==> config.mk <==
export PLATFORM = sky130hd
export DESIGN_NAME = cdb_credit_doorbell
export DESIGN_NICKNAME = d
export VERILOG_FILES = /design/src/rtl/cdb_pkg.sv /design/src/rtl/cdb_pending_acc.sv /design/src/rtl/cdb_word_pack.sv /design/src/rtl/cdb_issue_ctl.sv /design/src/rtl/cdb_credit_doorbell.sv
export SDC_FILE = /design/constraint.sdc
export NUM_CORES = 1
export LEC_CHECK = 0
export BUFFER_PORTS_ARGS = -buffer_cell sky130_fd_sc_hd__buf_2
export CAP_MARGIN = 20
export CELL_PAD_IN_SITES_DETAIL_PLACEMENT = 0
export CELL_PAD_IN_SITES_GLOBAL_PLACEMENT = 1
export CORE_AREA = 5 5 101 122
export DETAILED_ROUTE_END_ITERATION = 8
export DIE_AREA = 0 0 106 127
export PLACE_DENSITY_LB_ADDON = 0.2
export SLEW_MARGIN = 30
export SYNTH_ARGS = -nofsm -noshare
export SYNTH_HDL_FRONTEND = slang
export SYNTH_HIERARCHICAL = 1
export SYNTH_SLANG_ARGS = --single-unit
==> constraint.sdc <==
create_clock -name clk -period 4.1 [get_ports clk]
set_input_delay 0.205 -clock clk [delete_from_list [all_inputs] [get_ports clk]]
set_output_delay 0.205 -clock clk [all_outputs]
set_load 0.05 [all_outputs]
==> src/rtl/cdb_pkg.sv <==
package cdb_pkg;

    localparam int DB_W        = 32;
    localparam int CNT_FIELD_W = 8;
    localparam int CMD_W       = 3;
    localparam int HI_W        = DB_W - CNT_FIELD_W - CMD_W - 1;
    localparam int CREDIT_CAP  = 127;

    localparam logic [CMD_W-1:0] CMD_RETURN_CREDITS = 3'd0;

    // Doorbell layout, MSB first: zero bits, marker, command, count
    typedef struct packed {
        logic [HI_W-1:0]        zero_hi;
        logic                   marker;
        logic [CMD_W-1:0]       cmd;
        logic [CNT_FIELD_W-1:0] count;
    } db_word_t;

    typedef enum logic [0:0] {
        ISS_IDLE = 1'b0,
        ISS_WAIT = 1'b1
    } issue_state_e;

    function automatic db_word_t make_credit_word(input logic [CNT_FIELD_W-1:0] n);
        db_word_t w;
        w.zero_hi = '0;
        w.marker  = 1'b1;
        w.cmd     = CMD_RETURN_CREDITS;
        w.count   = n;
        return w;
    endfunction

endpackage

==> src/rtl/cdb_pending_acc.sv <==
module cdb_pending_acc #(
    parameter int PEND_W = 16,
    parameter int INC_W  = 8
) (
    input  logic              clk,
    input  logic              rst,
    input  logic              inc_valid,
    input  logic [INC_W-1:0]  inc_amount,
    input  logic              sub_en,
    input  logic [PEND_W-1:0] sub_amount,
    output logic [PEND_W-1:0] pend_q
);
    localparam int SUM_W = PEND_W + 1;
    localparam logic [SUM_W-1:0] SAT_VAL = {1'b0, {PEND_W{1'b1}}};

    logic [PEND_W-1:0] base;
    logic [SUM_W-1:0]  addend;
    logic [SUM_W-1:0]  sum;
    logic [PEND_W-1:0] pend_d;

    always_comb begin
        base   = sub_en ? (pend_q - sub_amount) : pend_q;
        addend = inc_valid ? SUM_W'(inc_amount) : '0;
        sum    = {1'b0, base} + addend;
        pend_d = (sum > SAT_VAL) ? SAT_VAL[PEND_W-1:0] : sum[PEND_W-1:0];
    end

    always_ff @(posedge clk) begin
        if (rst) pend_q <= '0;
        else     pend_q <= pend_d;
    end
endmodule

==> src/rtl/cdb_word_pack.sv <==
module cdb_word_pack
    import cdb_pkg::*;
#(
    parameter int PEND_W = 16
) (
    input  logic [PEND_W-1:0] pend,
    output db_word_t          word,
    output logic              nonzero
);
    localparam logic [PEND_W-1:0] CAP = PEND_W'(CREDIT_CAP);

    logic [CNT_FIELD_W-1:0] clamped;

    always_comb begin
        clamped = (pend > CAP) ? CAP[CNT_FIELD_W-1:0] : pend[CNT_FIELD_W-1:0];
        word    = make_credit_word(clamped);
        nonzero = (pend != '0);
    end
endmodule

==> src/rtl/cdb_issue_ctl.sv <==
module cdb_issue_ctl
    import cdb_pkg::*;
#(
    parameter int PEND_W = 16,
    parameter int QW     = 4
) (
    input  logic              clk,
    input  logic              rst,
    input  logic              push_req,
    input  logic              nonzero,
    input  db_word_t          word_in,
    input  logic [PEND_W-1:0] pend_in,
    input  logic [QW-1:0]     queue_in,
    input  logic              db_ready,
    output logic              db_valid,
    output db_word_t          db_word,
    output logic [QW-1:0]     db_queue,
    output logic              sub_en,
    output logic [PEND_W-1:0] sub_amount
);
    issue_state_e      state_q;
    logic [PEND_W-1:0] snap_q;
    logic              start;

    assign start      = (state_q == ISS_IDLE) && push_req && nonzero;
    assign db_valid   = (state_q == ISS_WAIT);
    assign sub_en     = db_valid && db_ready;
    assign sub_amount = snap_q;

    always_ff @(posedge clk) begin
        if (rst) begin
            state_q  <= ISS_IDLE;
            snap_q   <= '0;
            db_word  <= '0;
            db_queue <= '0;
        end else begin
            case (state_q)
                ISS_IDLE: if (start) begin
                    state_q  <= ISS_WAIT;
                    snap_q   <= pend_in;
                    db_word  <= word_in;
                    db_queue <= queue_in;
                end
                ISS_WAIT: if (db_ready) begin
                    state_q <= ISS_IDLE;
                end
                default: state_q <= ISS_IDLE;
            endcase
        end
    end
endmodule

==> src/rtl/cdb_credit_doorbell.sv <==
module cdb_credit_doorbell
    import cdb_pkg::*;
#(
    parameter int PEND_W = 16,
    parameter int INC_W  = 8,
    parameter int QW     = 4
) (
    input  logic             clk,
    input  logic             rst,
    input  logic [QW-1:0]    queue_sel,
    input  logic             inc_valid,
    input  logic [INC_W-1:0] inc_amount,
    input  logic             push_req,
    input  logic             db_ready,
    output logic             db_valid,
    output logic [QW-1:0]    db_queue,
    output logic [DB_W-1:0]  db_word
);
    logic [PEND_W-1:0] pend_q;
    logic [PEND_W-1:0] sub_amount;
    logic              sub_en;
    logic              nonzero;
    db_word_t          packed_word;
    db_word_t          held_word;

    cdb_pending_acc #(.PEND_W(PEND_W), .INC_W(INC_W)) u_acc (
        .clk        (clk),
        .rst        (rst),
        .inc_valid  (inc_valid),
        .inc_amount (inc_amount),
        .sub_en     (sub_en),
        .sub_amount (sub_amount),
        .pend_q     (pend_q)
    );

    cdb_word_pack #(.PEND_W(PEND_W)) u_pack (
        .pend    (pend_q),
        .word    (packed_word),
        .nonzero (nonzero)
    );

    cdb_issue_ctl #(.PEND_W(PEND_W), .QW(QW)) u_ctl (
        .clk        (clk),
        .rst        (rst),
        .push_req   (push_req),
        .nonzero    (nonzero),
        .word_in    (packed_word),
        .pend_in    (pend_q),
        .queue_in   (queue_sel),
        .db_ready   (db_ready),
        .db_valid   (db_valid),
        .db_word    (held_word),
        .db_queue   (db_queue),
        .sub_en     (sub_en),
        .sub_amount (sub_amount)
    );

    assign db_word = held_word;
endmodule

==> impl_metrics.toml <==
[timing]
setup_viol = 0
max_slew_margin_pct = 54.0
rsz0062_at_grt = "no"
worst_pin_slew_ns = 0.680
hold_viol = 0
timing.fmax_mhz = 275
post-route-min-period_ns = 3.63
slew_violations = 0
fin_worst_skew_ns = 0.00725
setup_tns_ns = 0
final.period_utilization_pct = 88.6
fin_ws_ns = 0.469
hold_ws_ns = 0.141

[worst_setup_path]
critPathKind = "flip-flop to flip-flop"
start_kind = "flip-flop"
crit_path_end_kind = "flip-flop"
crit_fanout = 14
arrival_ns = 3.88
worstPathRequired_ns = 4.35

[place]
gp_congestion = 0.840
port_buffers = 53
post-place-cells = 713
hpwlAfterDp_mm = 7.08
dp_slack_ns = 0.498

[global_routing]
grt_pass1_vias = 3436
grt-ovfl-total = 0
track_usage_pct = 14.9
grt_max_degree = 64
antenna_found_initial = 0
grt_pass1_wl_mm = 16.4

[yosys]
syn_area_per_cell_sq_um = 8.90
ys_ff_latch = 69
synth.top_cell.area_share_pct = 28.2
synth_ff_type = "dfxtp_1"
yosys-top-cells-area = "dfxtp_1 28%, nand2b_1 15%, mux2i_1 11%, ha_1 6.1%, buf_4 3.8%"
syn_area_sq_um = 4900
syn_inst = 551
synth_edf_count = 0
synthArstFlopShare_pct = 0
synth_top_area_cell = "dfxtp_1"
ys.warnings.count = 6
seq_area_frac_synth_pct = 28.2
synth_cell_types = 68

[clock_tree]
post_cts_buffers = 0
clkSinkCount = 69
tritoncts = "built"
clockBufferDepth = 2
cts.repair.resized = 0
cts-buffers-inserted = 9
h-tree-depth = 3
clk_pin_slew_ns = 0.06
hold_buffers = 0
cts_root_buffer = "clkbuf_16"
clkLatencyLatePin_ns = 0.33

[final_layout]
drive_gt1_share_pct = 19.8
multi_input_area_sq_um = 3120
final_common_cell = "nand2b_1"
final_cell_mix = "114 x nand2b_1, 68 x dfxtp_1, 53 x buf_2"
antenna_cells = 0
stdcell_count = 729
nets = 635
seqCellArea_sq_um = 1380
syn_to_final_growth_pct = 9.70
fillers = 1086

[drt]
firstDrtPassIters = 4
drt-wirelength-per-cell_um = 13.1
vias = 3657
drcViolationCount = 0
wirelength_mm = 9.53
viasPerCell = 5.02
drt_iter0_markers = 162
ant_nets = 0

[floorplan]
floorplan.rows = 42
dieArea_sq_um = 13500
die_h_um = 127
core_area_sq_um = 10900
die_w_um = 106
io_pins = 54
start_util_pct = 44.8

[power]
sequentialPowerShare_pct = 23.9
clock_power_share_pct = 19.7
p_sw_mw = 1.78
powerDensity_nw_per_um2 = 750
power.internal_mw = 2.25
peakVddDrop_uv = 220
swShare_pct = 44.2
share_comb_of_total_power_pct = 56.4
p_leak_nw = 2.27

[job]
maxCapViolCount = 0

[run_status]
status = "complete, no violations"

[hold_path]
hp-class = "input port to flip-flop"
[through the flow]
step	power [mW]	utilization [%]	instance area, sq um
4_1_cts	4.06	49.2	5380
3_3_place_gp	3.23	46.3	5070
5_1_grt	4.34	49.2	5380
3_5_place_dp	3.24	46.3	5070
2_1_floorplan	2.89	-	4990
6_report	4.03	49.2	5380
[area by class of cell]
cell class	instances	share of cell area, %
clock inverters	5	1.09
repair buffers	56	5.35
multi-input cells	426	58.0
inverters	30	2.09
well taps	132	3.07
flip-flops and latches	69	25.7
clock buffers	11	4.70
[synth_stat cells, drive strengths merged (8+ instances only)]
cell type  count
a211oi         9
a21oi         35
and2          11
buf           36
clkbuf        13
dfxtp         69
ha            24
inv           30
mux2i         52
nand2         15
nand2b       114
nand3          8
nor2          16
o21ai         15
or2            8
xnor2          8
[worst paths after layout]
| check | start | to | slack [ns] | cells after the start |
|---|---|---|---|---|
| worst max register to register | u_acc/pend_q[0] | u_acc/pend_q[0] | 0.47 | 14 |
| worst min register to register | u_ctl/db_word[17] | u_ctl/db_word[17] | 0.47 | 2 |
| worst max-delay path | u_acc/pend_q[0] | u_acc/pend_q[0] | 0.47 | 14 |
| worst min-delay path | queue_sel[3] | u_ctl/db_queue[3] | 0.14 | 3 |
[cells by family after synthesis]
group,Yosys count,share of synthesized area (%)
other cells,2,0.153
xor+xnor,14,2.50
compound gates,97,14.5
fa+ha+maj,26,6.94
simple gates,205,25.5
flops,69,28.2
buf+inv,79,10.0
mux,59,12.2
[registers in the layout, summed over array words and instances (netlist names)]
| signal | flops |
|---|---|
| u_ctl/db_word | 32 |
| u_acc/pend_q | 16 |
| u_ctl/sub_amount | 16 |
| u_ctl/db_queue | 4 |
| u_ctl/db_valid | 1 |
[critical path: stages (launching register included)]
cell	delay [ns]
dfxtp_1	0.35
inv_1	0.08
ha_1	0.17
inv_1	0.05
fa_1	0.41
a21o_4	0.24
a221oi_4	0.36
xnor2_1	0.10
mux2_2	0.28
ha_1	0.35
o2111ai_1	0.16
a21bo_2	0.24
a211oi_4	0.28
nand3_4	0.26
a21oi_1	0.22
[power groups by stage]
stage	Sequential [mW]	Clock, mW	Combinational (mW)
finish	0.962	0.795	2.27
global route	0.991	0.863	2.49
CTS	0.965	0.822	2.28
detailed placement	0.979	0	2.26
global placement	0.975	0	2.25
floorplan	1.23	0	1.66
[routing by layer]
metal	share of wire, %	wire, um	track usage [%]
met4	1.6	157	5.72
met3	3.4	322	3.38
met5	0	0	0
met1	51	4870	20.1
met2	44	4190	23.2
No activity file was read; power rests on OpenSTA's default activity.
